### src/rtl/spi_dw_pkg.sv
package spi_dw_pkg;

  typedef enum logic [1:0] {
    ST_IDLE,
    ST_LOW,
    ST_HIGH,
    ST_GAP
  } dw_state_e;

  localparam int BYTE_W      = 8;
  localparam int CLK_SINGLE  = 8;
  localparam int CLK_DUAL    = 4;

  // Divider setting actually used: zero is not allowed (first sampled bit is unreliable)
  function automatic int unsigned eff_div(input int unsigned setting);
    return (setting < 1) ? 1 : setting;
  endfunction

  // Number of SCK clocks that carry one byte
  function automatic int unsigned clocks_per_byte(input logic dual);
    return dual ? CLK_DUAL : CLK_SINGLE;
  endfunction

  // Select levels for one request; ALT_IDX picks the second line
  function automatic logic [1:0] select_level(input logic [1:0] idx,
                                               input logic pol_high,
                                               input int unsigned alt_idx);
    if (pol_high)                      return 2'b11;
    else if (int'(idx) == int'(alt_idx)) return 2'b01;
    else                               return 2'b10;
  endfunction

endpackage

### src/rtl/spi_dw_clkdiv.sv
module spi_dw_clkdiv
  import spi_dw_pkg::*;
#(
  parameter int DIV_W = 8
)(
  input  logic             clk,
  input  logic             rst,
  input  logic             load_en,
  input  logic [DIV_W-1:0] div_cfg,
  input  logic             run,
  output logic             half_end
);

  logic [DIV_W-1:0] div_q;
  logic [DIV_W-1:0] cnt_q;

  assign half_end = run && (cnt_q == div_q);

  always_ff @(posedge clk) begin
    if (rst) begin
      div_q <= DIV_W'(1);
      cnt_q <= '0;
    end else begin
      if (load_en)
        div_q <= DIV_W'(eff_div(int'(div_cfg)));
      if (!run || half_end)
        cnt_q <= '0;
      else
        cnt_q <= cnt_q + 1'b1;
    end
  end

endmodule

### src/rtl/spi_dw_csel.sv
module spi_dw_csel
  import spi_dw_pkg::*;
#(
  parameter int ALT_IDX = 2
)(
  input  logic       clk,
  input  logic       rst,
  input  logic       load,
  input  logic [1:0] idx,
  input  logic       pol_high,
  input  logic       release_all,
  output logic [1:0] cs_n
);

  logic [1:0] next_lvl;

  always_comb next_lvl = select_level(idx, pol_high, ALT_IDX);

  always_ff @(posedge clk) begin
    if (rst)
      cs_n <= 2'b11;
    else if (release_all)
      cs_n <= 2'b11;
    else if (load)
      cs_n <= next_lvl;
  end

endmodule

### src/rtl/spi_dw_shifter.sv
module spi_dw_shifter
  import spi_dw_pkg::*;
(
  input  logic              clk,
  input  logic              rst,
  input  logic              load,
  input  logic [BYTE_W-1:0] tx_byte,
  input  logic              dual,
  input  logic              shift,
  input  logic              sample,
  input  logic              miso,
  output logic              mosi_bit,
  output logic              aux_bit,
  output logic              last_clk,
  output logic              dual_q,
  output logic [BYTE_W-1:0] rx_data
);

  localparam int LEFT_W = $clog2(CLK_SINGLE + 1);

  logic [BYTE_W-1:0] tx_sr;
  logic [LEFT_W-1:0] left_q;

  assign mosi_bit = tx_sr[BYTE_W-1];
  assign aux_bit  = dual_q & tx_sr[BYTE_W-2];
  assign last_clk = (left_q == LEFT_W'(1));

  always_ff @(posedge clk) begin
    if (rst) begin
      tx_sr   <= '0;
      rx_data <= '0;
      left_q  <= '0;
      dual_q  <= 1'b0;
    end else if (load) begin
      tx_sr   <= tx_byte;
      rx_data <= '0;
      left_q  <= LEFT_W'(clocks_per_byte(dual));
      dual_q  <= dual;
    end else begin
      if (sample)
        rx_data <= {rx_data[BYTE_W-2:0], miso};
      if (shift) begin
        tx_sr  <= dual_q ? {tx_sr[BYTE_W-3:0], 2'b00} : {tx_sr[BYTE_W-2:0], 1'b0};
        left_q <= left_q - 1'b1;
      end
    end
  end

endmodule

### src/rtl/spi_dw_master.sv
module spi_dw_master
  import spi_dw_pkg::*;
#(
  parameter int DIV_W   = 8,
  parameter int GAP_CYC = 20,
  parameter int IDX_W   = 8,
  parameter int ALT_IDX = 2
)(
  input  logic             clk,
  input  logic             rst,
  input  logic [DIV_W-1:0] div_cfg,
  input  logic             req_valid,
  input  logic [7:0]       req_byte,
  input  logic             req_fast,
  input  logic [1:0]       req_cs,
  input  logic             req_cs_high,
  input  logic             req_last,
  input  logic             req_verify,
  output logic             busy,
  output logic             done,
  output logic [7:0]       rx_byte,
  output logic             mismatch,
  output logic [IDX_W-1:0] fail_idx,
  input  logic             miso,
  output logic             sck,
  output logic             mosi,
  output logic             aux,
  output logic [1:0]       cs_n
);

  localparam int GW = $clog2(GAP_CYC + 1);

  dw_state_e         state_q;
  logic              sck_q;
  logic [7:0]        exp_q;
  logic              verify_q;
  logic              last_q;
  logic              done_q;
  logic [7:0]        rx_q;
  logic              mism_q;
  logic [IDX_W-1:0]  fidx_q;
  logic [IDX_W-1:0]  frame_idx_q;
  logic [GW-1:0]     gcnt_q;

  // named internal events, also watched by the checker
  logic accept, run, half_end, byte_end, miss_now, frame_end;
  logic in_gap, sample_now, shift_now;
  logic mosi_bit, aux_bit, last_clk, dual_q;
  logic [7:0] rx_data;

  assign accept     = req_valid && (state_q == ST_IDLE);
  assign run        = (state_q == ST_LOW) || (state_q == ST_HIGH);
  assign sample_now = (state_q == ST_LOW) && half_end;
  assign shift_now  = (state_q == ST_HIGH) && half_end && !last_clk;
  assign byte_end   = (state_q == ST_HIGH) && half_end && last_clk;
  assign miss_now   = verify_q && (rx_data != exp_q);
  assign frame_end  = byte_end && (last_q || miss_now);
  assign in_gap     = (state_q == ST_GAP);

  spi_dw_clkdiv #(.DIV_W(DIV_W)) clkdiv_i (
    .clk      (clk),
    .rst      (rst),
    .load_en  (state_q == ST_IDLE),
    .div_cfg  (div_cfg),
    .run      (run),
    .half_end (half_end)
  );

  spi_dw_csel #(.ALT_IDX(ALT_IDX)) csel_i (
    .clk         (clk),
    .rst         (rst),
    .load        (accept),
    .idx         (req_cs),
    .pol_high    (req_cs_high),
    .release_all (frame_end),
    .cs_n        (cs_n)
  );

  spi_dw_shifter shifter_i (
    .clk      (clk),
    .rst      (rst),
    .load     (accept),
    .tx_byte  (req_verify ? 8'h00 : req_byte),
    .dual     (req_fast),
    .shift    (shift_now),
    .sample   (sample_now),
    .miso     (miso),
    .mosi_bit (mosi_bit),
    .aux_bit  (aux_bit),
    .last_clk (last_clk),
    .dual_q   (dual_q),
    .rx_data  (rx_data)
  );

  always_ff @(posedge clk) begin
    if (rst) begin
      state_q     <= ST_IDLE;
      sck_q       <= 1'b0;
      exp_q       <= '0;
      verify_q    <= 1'b0;
      last_q      <= 1'b0;
      done_q      <= 1'b0;
      rx_q        <= '0;
      mism_q      <= 1'b0;
      fidx_q      <= '0;
      frame_idx_q <= '0;
      gcnt_q      <= '0;
    end else begin
      done_q <= byte_end;
      case (state_q)
        ST_IDLE: begin
          if (accept) begin
            state_q  <= ST_LOW;
            exp_q    <= req_byte;
            verify_q <= req_verify;
            last_q   <= req_last;
            mism_q   <= 1'b0;
          end
        end
        ST_LOW: begin
          if (half_end) begin
            state_q <= ST_HIGH;
            sck_q   <= 1'b1;
          end
        end
        ST_HIGH: begin
          if (half_end) begin
            sck_q <= 1'b0;
            if (last_clk) begin
              rx_q   <= rx_data;
              mism_q <= miss_now;
              if (miss_now)
                fidx_q <= frame_idx_q;
              if (frame_end) begin
                state_q     <= ST_GAP;
                gcnt_q      <= '0;
                frame_idx_q <= '0;
              end else begin
                state_q     <= ST_IDLE;
                frame_idx_q <= frame_idx_q + 1'b1;
              end
            end else begin
              state_q <= ST_LOW;
            end
          end
        end
        ST_GAP: begin
          if (gcnt_q == GW'(GAP_CYC - 1))
            state_q <= ST_IDLE;
          else
            gcnt_q <= gcnt_q + 1'b1;
        end
        default: state_q <= ST_IDLE;
      endcase
    end
  end

  assign busy     = (state_q != ST_IDLE);
  assign done     = done_q;
  assign rx_byte  = rx_q;
  assign mismatch = mism_q;
  assign fail_idx = fidx_q;
  assign sck      = sck_q;
  assign mosi     = run ? mosi_bit : 1'b0;
  assign aux      = run ? aux_bit  : 1'b0;

endmodule

### config.mk
export PLATFORM = sky130hd
export DESIGN_NAME = spi_dw_master
export DESIGN_NICKNAME = d
export VERILOG_FILES = /design/src/rtl/spi_dw_pkg.sv /design/src/rtl/spi_dw_clkdiv.sv /design/src/rtl/spi_dw_csel.sv /design/src/rtl/spi_dw_shifter.sv /design/src/rtl/spi_dw_master.sv
export SDC_FILE = /design/constraint.sdc
export NUM_CORES = 1
export LEC_CHECK = 0
export BUFFER_PORTS_ARGS = -buffer_cell sky130_fd_sc_hd__buf_4
export CAP_MARGIN = 15
export CORE_ASPECT_RATIO = 0.5
export CORE_UTILIZATION = 30
export DETAILED_ROUTE_END_ITERATION = 10
export SETUP_SLACK_MARGIN = 0.05
export SLEW_MARGIN = 30
export SYNTH_ARGS = -nofsm -noshare
export SYNTH_HDL_FRONTEND = slang
export SYNTH_SLANG_ARGS = --single-unit
### constraint.sdc
create_clock -name clk -period 2.2 [get_ports clk]
set_clock_uncertainty 0.2 [all_clocks]
set_input_delay 0.11 -clock clk [delete_from_list [all_inputs] [get_ports clk]]
set_output_delay 0.11 -clock clk [all_outputs]
set_load 0.05 [all_outputs]
==> flow_metrics.env, run 1 <==
export IMPL_nets=567
export IMPL_die_area_um2=13300
export IMPL_setup_violations=0
export IMPL_gp_congestion=0.802
export IMPL_synthTopCellsByCount="83 x dfxtp_1, 60 x nand2_1, 57 x nor2_1"
export IMPL_slowest_stage="dfxtp_2"
export IMPL_yosysWarnings=0
export IMPL_cts_made_buffers=9
export IMPL_fin_crit_sh=0.970
export IMPL_layout_drive_gt1_share=0.229
export IMPL_via_count=3289
export IMPL_antenna_found_initial=0
export IMPL_synth_seq_cells=83
export IMPL_slew_headroom=0.618
export IMPL_cts_tree="built"
export IMPL_worstPathMaxFanout=5
export IMPL_dr_pass1_iters=4
export IMPL_worst_setup_path_type="flip-flop to flip-flop"
export IMPL_synth_edf_count=0
export IMPL_hold_path_depth=2
export IMPL_area_growth_pct=35.6
export IMPL_peakVddDrop_mv=0.600
export IMPL_cp_end_kind="flip-flop"
export IMPL_design_area_um2=5200
export IMPL_grt_use_total=0.145
export IMPL_crit_chain="inv_4 > ha_4 > nand4bb_4 > nor3_4 > nand4_4 > a21oi_4 > buf_4 > o32ai_1 > o2bb2ai_2"
export IMPL_post_place_ws_ns=0.00213
export IMPL_synthArstFlopShare=0
export IMPL_start_kind="flip-flop"
export IMPL_setup_tns_ns=0
export IMPL_final_max_slew_viol_count=0
export IMPL_avgViaCountPerCell=4.69
export IMPL_yosysTopAreaCellShare=0.433
export IMPL_synth_area_um2=3840
export IMPL_synthesis_instances=442
export IMPL_start_util=0.316
export IMPL_yosysUniqueCellTypes=54
export IMPL_yosysMostFrequentCell="dfxtp_1"
export IMPL_ioPinCount=50
export IMPL_whs_ns=0.261
export IMPL_status="finished, final reports clean"
export IMPL_wire_per_inst_um=13.0
export IMPL_r2r_end="gcnt_q[4]"
export IMPL_htree_levels=3
export IMPL_postRouteWirelength_um=9150
export IMPL_timing_final_ws_setup_ns=0.0652
export IMPL_maxCapViolCount=0
export IMPL_worstPathArrival_ns=2.18
export IMPL_drtIter0Drc=136
export IMPL_drcViolationCount=0
export IMPL_insertion_delay_ns=0.34
export IMPL_hp_start="mismatch"
export IMPL_worst_pin_slew_ns=0.567
export IMPL_clock_path_buffers=2
export IMPL_clock_sinks=83
export IMPL_worst_r2r_cell_count=9
export IMPL_rrSetupSlack_ns=0.07
export IMPL_fp_dieW_um=162
export IMPL_overflow=0
export IMPL_hold_class="flip-flop to flip-flop"
export IMPL_core_um2=12100
export IMPL_diodes=0
export IMPL_fmax_mhz=468
export IMPL_synth_ff_type="dfxtp_1"
export IMPL_path_clk_slew_ns=0.07
export IMPL_postRouteAntennaNets=0
export IMPL_hold_violations=0
export IMPL_placed_area_um2=4550
export IMPL_nFillCells=1206
export IMPL_ys_seq_area_frac=0.433
export IMPL_avgSynthCellArea_um2=8.68
export IMPL_synth_largest_area_cell="dfxtp_1"
export IMPL_cellPowerDensity_nw_per_um2=864
export IMPL_place_hpwl_um=6420
export IMPL_required_ns=2.24
export IMPL_max_stage_delay_ns=0.35
export IMPL_io_buffer_count=49
export IMPL_min_period_ns=2.13
export IMPL_clock_root_buffer="clkbuf_16"
export IMPL_p_leak_nw=2.09
export IMPL_grt_pass1_wl_um=14900
export IMPL_rsz0062_at_grt="yes"
export IMPL_r2r_start="state_q[0]"
export IMPL_grt_pass1_vias=3053
export IMPL_grt_max_degree=32
export IMPL_holdPathEnd="mismatch"
export IMPL_row_count=28
export IMPL_synth_fp_nets=477
export IMPL_dieHeight_um=82.0
export IMPL_synth_area_leaders="dfxtp_1 43%, mux2i_1 7.8%, nand2_1 5.9%, nor2_1 5.6%, xnor2_1 4.6%"
## per-stage QoR
| stage | std cells | util | total power [mW] |
|---|---|---|---|
| after floorplan | 442 | - | 2.61 |
| after global placement | 658 | 0.375 | 2.98 |
| after detailed placement | 658 | 0.375 | 3.00 |
| after CTS | 699 | 0.419 | 4.46 |
| after global routing | 702 | 0.429 | 4.75 |
| final | 702 | 0.429 | 4.49 |
## timing repair
action | 4_1_cts | 5_1_grt
hold buffers | 25 | 0
gates resized for setup | 0 | 21
setup buffers | 0 | 3
endpoints found under the hold margin | 37 | 0
pin swaps | 1 | 13
setup endpoints to repair | 12 | 24
## layout by cell type (no fill, tap or decap), types with 3 or more instances in the layout
| master | count |
|---|---|
| dfxtp_1 | 80 |
| buf_4 | 68 |
| nand2_1 | 60 |
| nor2_1 | 55 |
| a21oi_1 | 34 |
| mux2i_1 | 30 |
| dlygate4sd3_1 | 25 |
| o21ai_0 | 21 |
| xnor2_1 | 20 |
| xor2_1 | 12 |
| nand3_1 | 10 |
| inv_1 | 9 |
| clkbuf_16 | 9 |
| nand3b_1 | 7 |
| ha_1 | 7 |
| and3_1 | 6 |
| and2_1 | 4 |
| nand2b_1 | 4 |
| buf_6 | 4 |
| nor2_2 | 3 |
| nor2b_1 | 3 |
| nor3_1 | 3 |
| nor3b_1 | 3 |
| clkinv_2 | 3 |
| buf_12 | 3 |
| dfxtp_2 | 3 |
## critical path, delay by kind of cell (launching register included)
| family | cells | cell delay, ns |
|---|---|---|
| AO/OA/AOI/OAI | 3 | 0.45 |
| adder cells (fa/ha/maj) | 1 | 0.27 |
| AND/OR/NAND/NOR | 3 | 0.56 |
| buffers and inverters | 2 | 0.19 |
| flip-flops | 1 | 0.35 |
## state kept, by name (all words and copies together) (netlist names), 5 cells and up
signal,cells
clkdiv_i.div_q,8
shifter_i.tx_sr,8
frame_idx_q,8
shifter_i.rx_data,8
clkdiv_i.cnt_q,8
exp_q,8
gcnt_q,5
fail_idx,8
rx_byte,8
## routing by layer
| metal | wire length, um | part of all wire | GRT usage | vias up |
|---|---|---|---|---|
| met2 | 4080 | 0.45 | 0.230 | 42 |
| met1 | 4650 | 0.51 | 0.188 | 1551 |
| met3 | 267 | 0.029 | 0.0379 | 11 |
| li1 | - | - | - | 1685 |
| met4 | 146 | 0.016 | 0.0660 | 0 |
| met5 | 0 | 0 | 0 | - |
## cells by family (layout without fill, tap and decap cells)
logic type	count (synthesis)	after routing	synth area share
AO/OA/AOI/OAI	77	77	0.123
XOR/XNOR	32	32	0.0731
adder cells (fa/ha/maj)	9	9	0.0294
buffers and inverters	32	127	0.0342
flip-flops	83	83	0.433
multiplexers	32	32	0.0841
AND/OR/NAND/NOR	177	177	0.223
## cell type report
| type | instances | area [um2] | area share |
|---|---|---|---|
| Tap cell | 165 | 206 | 0.0397 |
| Timing Repair Buffer | 100 | 866 | 0.167 |
| Clock buffer | 9 | 225 | 0.0433 |
| Inverter | 11 | 43.8 | 0.00842 |
| Multi-Input combinational cell | 327 | 2140 | 0.412 |
| Clock inverter | 7 | 51.3 | 0.00987 |
| Sequential cell | 83 | 1670 | 0.320 |
## where the power goes
group | internal, mW | total (mW) | switching [mW] | leakage (nW)
Combinational | 0.585 | 1.32 | 0.732 | 1.28
Sequential | 1.64 | 1.75 | 0.115 | 0.675
Clock | 0.774 | 1.42 | 0.648 | 0.138
## worst max path at each step
stage	startpoint	slack [ns]	depth (start not counted)	to
3_3_place_gp	state_q[0]	0.05	8	gcnt_q[0]
6_report	state_q[0]	0.07	9	gcnt_q[4]
4_1_cts	state_q[0]	0.04	8	gcnt_q[0]
2_1_floorplan	state_q[1]	0.07	8	gcnt_q[0]
5_1_grt	state_q[0]	-0.05	9	gcnt_q[4]
3_5_place_dp	state_q[0]	0.002	8	gcnt_q[0]
(Power assumes the default switching activity.)
==> run 2: changes to the inputs <==
--- a/config.mk
+++ b/config.mk
@@ -5,6 +5,7 @@
 export SDC_FILE = /design/constraint.sdc
 export NUM_CORES = 1
 export LEC_CHECK = 0
+export ABC_AREA = 1
 export BUFFER_PORTS_ARGS = -buffer_cell sky130_fd_sc_hd__buf_4
 export CAP_MARGIN = 15
 export CORE_ASPECT_RATIO = 0.5
==> flow_metrics.env, run 2 <==
export IMPL_synthTopCellsByCount="106 x nand2_1, 83 x dfxtp_1, 65 x nor2_1"
export IMPL_final_cell_mix="106 x nand2_1, 82 x dfxtp_1, 65 x nor2_1"
export IMPL_cts_made_buffers=9
export IMPL_dp_cells=737
export IMPL_synthesis_instances=530
export IMPL_dr_pass1_iters=4
export IMPL_rrSetupSlack_ns=0.16
export IMPL_final_max_slew_viol_count=0
export IMPL_die_area_um2=13300
export IMPL_insertion_delay_ns=0.34
export IMPL_rsz0062_at_grt="no"
export IMPL_maxCapViolCount=0
export IMPL_worstPathArrival_ns=2.11
export IMPL_nets=647
export IMPL_fp_dieW_um=162
export IMPL_fmax_mhz=490
export IMPL_synth_largest_area_cell="dfxtp_1"
export IMPL_clock_root_buffer="clkbuf_16"
export IMPL_synth_fp_nets=565
export IMPL_clock_sinks=83
export IMPL_drtIter0Drc=110
export IMPL_cts_tree="built"
export IMPL_worst_pin_slew_ns=0.442
export IMPL_grt_max_degree=44
export IMPL_synthArstFlopShare=0
export IMPL_synth_ff_type="dfxtp_1"
export IMPL_overflow=0
export IMPL_io_buffer_count=49
export IMPL_start_kind="flip-flop"
export IMPL_fin_crit_sh=0.928
export IMPL_grt_pass1_wl_um=15200
export IMPL_grt_pass1_vias=3278
export IMPL_start_util=0.316
export IMPL_synth_area_um2=3840
export IMPL_yosysMostFrequentCell="nand2_1"
export IMPL_avgViaCountPerCell=4.51
export IMPL_required_ns=2.27
export IMPL_r2r_start="clkdiv_i.cnt_q[6]"
export IMPL_ioPinCount=50
export IMPL_worstPathMaxFanout=8
export IMPL_antenna_found_initial=0
export IMPL_via_count=3525
export IMPL_clock_path_buffers=2
export IMPL_holdPathEnd="shifter_i.left_q[1]"
export IMPL_hold_class="flip-flop to flip-flop"
export IMPL_synth_edf_count=0
export IMPL_wire_per_inst_um=11.6
export IMPL_hp_start="shifter_i.left_q[1]"
export IMPL_r2r_end="frame_idx_q[3]"
export IMPL_worst_setup_path_type="flip-flop to flip-flop"
export IMPL_drcViolationCount=0
export IMPL_peakVddDrop_mv=0.424
export IMPL_synth_seq_cells=83
export IMPL_layout_drive_gt1_share=0.160
export IMPL_htree_levels=3
export IMPL_postRouteAntennaNets=0
export IMPL_fin_cells=782
export IMPL_min_period_ns=2.04
export IMPL_postRouteWirelength_um=9080
export IMPL_worst_r2r_cell_count=12
export IMPL_core_um2=12100
export IMPL_avgSynthCellArea_um2=7.24
export IMPL_setup_violations=0
export IMPL_yosysWarnings=0
export IMPL_synth_area_leaders="dfxtp_1 43%, nand2_1 10%, o21ai_0 6.9%, nor2_1 6.4%, inv_1 6.2%"
export IMPL_path_clk_slew_ns=0.07
export IMPL_cp_end_kind="flip-flop"
export IMPL_gp_congestion=0.801
export IMPL_area_growth_pct=30.6
export IMPL_yosysTopAreaCellShare=0.433
export IMPL_hold_violations=0
export IMPL_row_count=28
export IMPL_hold_path_depth=2
export IMPL_place_hpwl_um=6260
export IMPL_finish_utilization=0.413
export IMPL_grt_use_total=0.146
export IMPL_slew_headroom=0.706
export IMPL_dieHeight_um=82.0
export IMPL_ys_seq_area_frac=0.433
export IMPL_yosysUniqueCellTypes=40
export IMPL_final_common_cell="nand2_1"
export IMPL_cellPowerDensity_nw_per_um2=960
export IMPL_status="finished, final reports clean"
export IMPL_diodes=0
export IMPL_setup_tns_ns=0
export IMPL_p_leak_nw=2.14
-- run 2: cell types whose count changed after synthesis, moves of 5 or more --
cell | previous run | this run
a211oi_1 | 1 | 9
a21oi_1 | 34 | 45
and3_1 | 7 | 1
clkbuf_1 | 14 | 9
inv_1 | 11 | 63
mux2i_1 | 30 | 0
nand2_1 | 60 | 106
nand4_1 | 2 | 7
nor2_1 | 57 | 65
o21ai_0 | 21 | 53
o22ai_1 | 1 | 8
xnor2_1 | 20 | 2
xor2_1 | 12 | 6
-- run 2: what timing repair did --
| item | CTS | global route |
|---|---|---|
| hold endpoints to repair | 38 | 0 |
| setup buffers | 0 | 4 |
| endpoints found under the setup margin | 0 | 31 |
| gates resized for setup | 0 | 4 |
| hold buffers | 25 | 0 |
-- run 2: worst max path at each step --
stage / depth (start not counted) / endpoint / from
CTS: 9 / gcnt_q[0] / state_q[0]
detailed placement: 9 / gcnt_q[0] / state_q[0]
floorplan: 8 / state_q[0] / state_q[0]
global route: 12 / frame_idx_q[5] / clkdiv_i.cnt_q[5]
finish: 12 / frame_idx_q[3] / clkdiv_i.cnt_q[6]
global placement: 8 / mismatch / state_q[0]
-- run 2: cells by family (layout without fill, tap and decap cells) --
group | Yosys count | in the layout | synth area share
AND/OR/NAND/NOR | 222 | 222 | 0.258
XOR/XNOR | 8 | 8 | 0.0183
flip-flops | 83 | 83 | 0.433
AO/OA/AOI/OAI | 122 | 122 | 0.174
buffers and inverters | 86 | 173 | 0.0877
adder cells (fa/ha/maj) | 9 | 9 | 0.0294
-- run 2: layer usage --
metal	track usage	up-vias	wire (um)
met5	0	-	0
met4	0.0481	0	109
met3	0.0348	10	191
met2	0.241	27	4130
met1	0.188	1597	4640
li1	-	1891	-
-- run 2: power breakdown --
part | switching (mW) | total, mW | internal (mW)
Combinational | 0.862 | 1.39 | 0.525
Sequential | 0.150 | 1.87 | 1.72
Clock | 0.612 | 1.55 | 0.943
Total | 1.62 | 4.81 | 3.19
-- run 2: stage by stage --
step	total power [mW]	hold WS, ns	setup slack, ns	cell area [um2]
global placement	3.19	0.167	0.172	4410
floorplan	2.84	0.0487	0.151	3840
detailed placement	3.21	0.162	0.111	4410
CTS	4.81	0.263	0.0988	4970
global route	5.13	0.280	0.0435	5010
finish	4.81	0.263	0.158	5010
-- run 2: critical path, cell delays in order, from the launching register on --
cell and delay [ns]:
dfxtp_1 0.40, inv_2 0.05, nand2_1 0.05, nand2_1 0.05, nor2_1 0.11, nand2_1 0.10, nor2_4 0.16, nand3_4 0.11
nor2_8 0.17, buf_4 0.18, nand2_2 0.07, or2_0 0.20, a21oi_1 0.12
-- run 2: cell type report --
type | instances | area [um2]
inverter | 70 | 264
sequential | 83 | 1660
clock inverter | 5 | 58.8
fill | 1278 | 7110
clock buffer | 11 | 253
multi-input combinational | 361 | 1850
timing repair buffer | 87 | 716
tap | 165 | 206
==> run 3: changes to the inputs <==
--- a/config.mk
+++ b/config.mk
@@ -8,7 +8,6 @@
 export ABC_AREA = 1
 export BUFFER_PORTS_ARGS = -buffer_cell sky130_fd_sc_hd__buf_4
 export CAP_MARGIN = 15
-export CORE_ASPECT_RATIO = 0.5
 export CORE_UTILIZATION = 30
 export DETAILED_ROUTE_END_ITERATION = 10
 export SETUP_SLACK_MARGIN = 0.05
==> flow_metrics.env, run 3 (same netlist as run 2, synthesis figures left out) <==
export IMPL_wire_per_inst_um=12.0
export IMPL_status="finished, final reports clean"
export IMPL_clock_sinks=83
export IMPL_maxCapViolCount=0
export IMPL_final_cell_mix="105 x nand2_1, 77 x dfxtp_1, 65 x nor2_1"
export IMPL_cts_made_buffers=9
export IMPL_dr_pass1_iters=4
export IMPL_cellPowerDensity_nw_per_um2=961
export IMPL_layout_drive_gt1_share=0.172
export IMPL_via_count=3638
export IMPL_fp_dieW_um=115
export IMPL_core_um2=12300
export IMPL_io_buffer_count=49
export IMPL_insertion_delay_ns=0.33
export IMPL_clock_path_buffers=2
export IMPL_die_area_um2=13200
export IMPL_p_leak_nw=2.16
export IMPL_slew_headroom=0.702
export IMPL_antenna_found_initial=0
export IMPL_timing_final_ws_setup_ns=0.158
export IMPL_peakVddDrop_mv=0.434
export IMPL_crit_chain="inv_2 > ha_2 > buf_6 > inv_1 > buf_6 > nor2_1 > nand2_1 > dlygate4sd3_1 > o21ai_0 > nand2_1"
export IMPL_grt_pass1_vias=3360
export IMPL_wl_met3_um=326
export IMPL_fmax_mhz=490
export IMPL_dieHeight_um=115
export IMPL_cts_tree="built"
export IMPL_worst_setup_path_type="flip-flop to flip-flop"
export IMPL_nets=649
export IMPL_min_period_ns=2.04
export IMPL_hold_violations=0
export IMPL_postRouteAntennaNets=0
export IMPL_start_kind="flip-flop"
export IMPL_post_place_ws_ns=0.0996
export IMPL_fin_crit_sh=0.928
export IMPL_start_util=0.313
export IMPL_grt_use_total=0.148
export IMPL_required_ns=2.22
export IMPL_whs_ns=0.234
export IMPL_setup_tns_ns=0
export IMPL_drcViolationCount=0
export IMPL_area_growth_pct=32.1
export IMPL_wl_met2_um=4430
export IMPL_clock_root_buffer="clkbuf_16"
export IMPL_ioPinCount=50
export IMPL_max_stage_delay_ns=0.54
export IMPL_diodes=0
export IMPL_grt_max_degree=24
export IMPL_final_common_cell="nand2_1"
export IMPL_grt_pass1_wl_um=15400
export IMPL_place_hpwl_um=6680
export IMPL_rsz0062_at_grt="yes"
export IMPL_total_power_mw=4.87
export IMPL_setup_violations=0
export IMPL_worstPathArrival_ns=2.06
export IMPL_drtIter0Drc=187
export IMPL_gp_congestion=0.830
export IMPL_cp_end_kind="flip-flop"
export IMPL_hold_class="flip-flop to flip-flop"
export IMPL_worstPathMaxFanout=11
export IMPL_wl_met1_um=4510
export IMPL_final_max_slew_viol_count=0
export IMPL_row_count=40
export IMPL_path_clk_slew_ns=0.06
export IMPL_postRouteWirelength_um=9430
export IMPL_htree_levels=3
export IMPL_slowest_stage="dlygate4sd3_1"
export IMPL_worst_pin_slew_ns=0.448
export IMPL_highest_layer="met4"
export IMPL_avgViaCountPerCell=4.63
export IMPL_overflow=0
==> run 3: layout make-up <==
type / instances / area [um2]
Sequential cell: 83 / 1670
Tap cell: 168 / 210
Fill cell: 1265 / 7190
Clock buffer: 9 / 225
Inverter: 70 / 265
Multi-Input combinational cell: 362 / 1860
Timing Repair Buffer: 88 / 746
Clock inverter: 6 / 90.1
==> run 3: metrics by stage <==
stage / instances / util / instance area [um2]
final: 786 / 0.413 / 5070
after global placement: 741 / 0.361 / 4430
after global routing: 786 / 0.413 / 5070
after detailed placement: 741 / 0.361 / 4430
after CTS: 782 / 0.408 / 5000
after floorplan: 530 / - / 3840
==> run 3: power by group <==
part	switching, mW	total, mW	internal [mW]
clock network	0.601	1.59	0.991
registers	0.153	1.88	1.72
logic	0.859	1.40	0.540
==> run 3: layer usage <==
layer | up-vias | global-route usage
met1 | 1649 | 0.186
met2 | 78 | 0.243
met3 | 16 | 0.0353
met4 | 0 | 0.0580
li1 | 1895 | -
met5 | - | 0
==> run 3: critical path: cells and delay by family (launching register included) <==
kind	cells	cell delay [ns]
simple gates	3	0.20
fa+ha+maj	1	0.18
buf+inv	5	0.94
compound gates	1	0.07
flops	1	0.33
==> run 3: final timing paths <==
path,endpoint,startpoint,depth (start not counted),slack (ns)
setup / recovery,clkdiv_i.div_q[0],state_q[1],10,0.16
hold / removal,clkdiv_i.cnt_q[0],clkdiv_i.cnt_q[0],1,0.23
hold reg to reg,clkdiv_i.cnt_q[0],clkdiv_i.cnt_q[0],1,0.23
setup reg to reg,clkdiv_i.div_q[0],state_q[1],10,0.16
==> run 3: timing repair <==
action	4_1_cts	5_1_grt
gates resized for setup	0	14
hold buffers	26	0
endpoints found under the setup margin	0	28
hold endpoints to repair	35	0
setup buffers	0	3
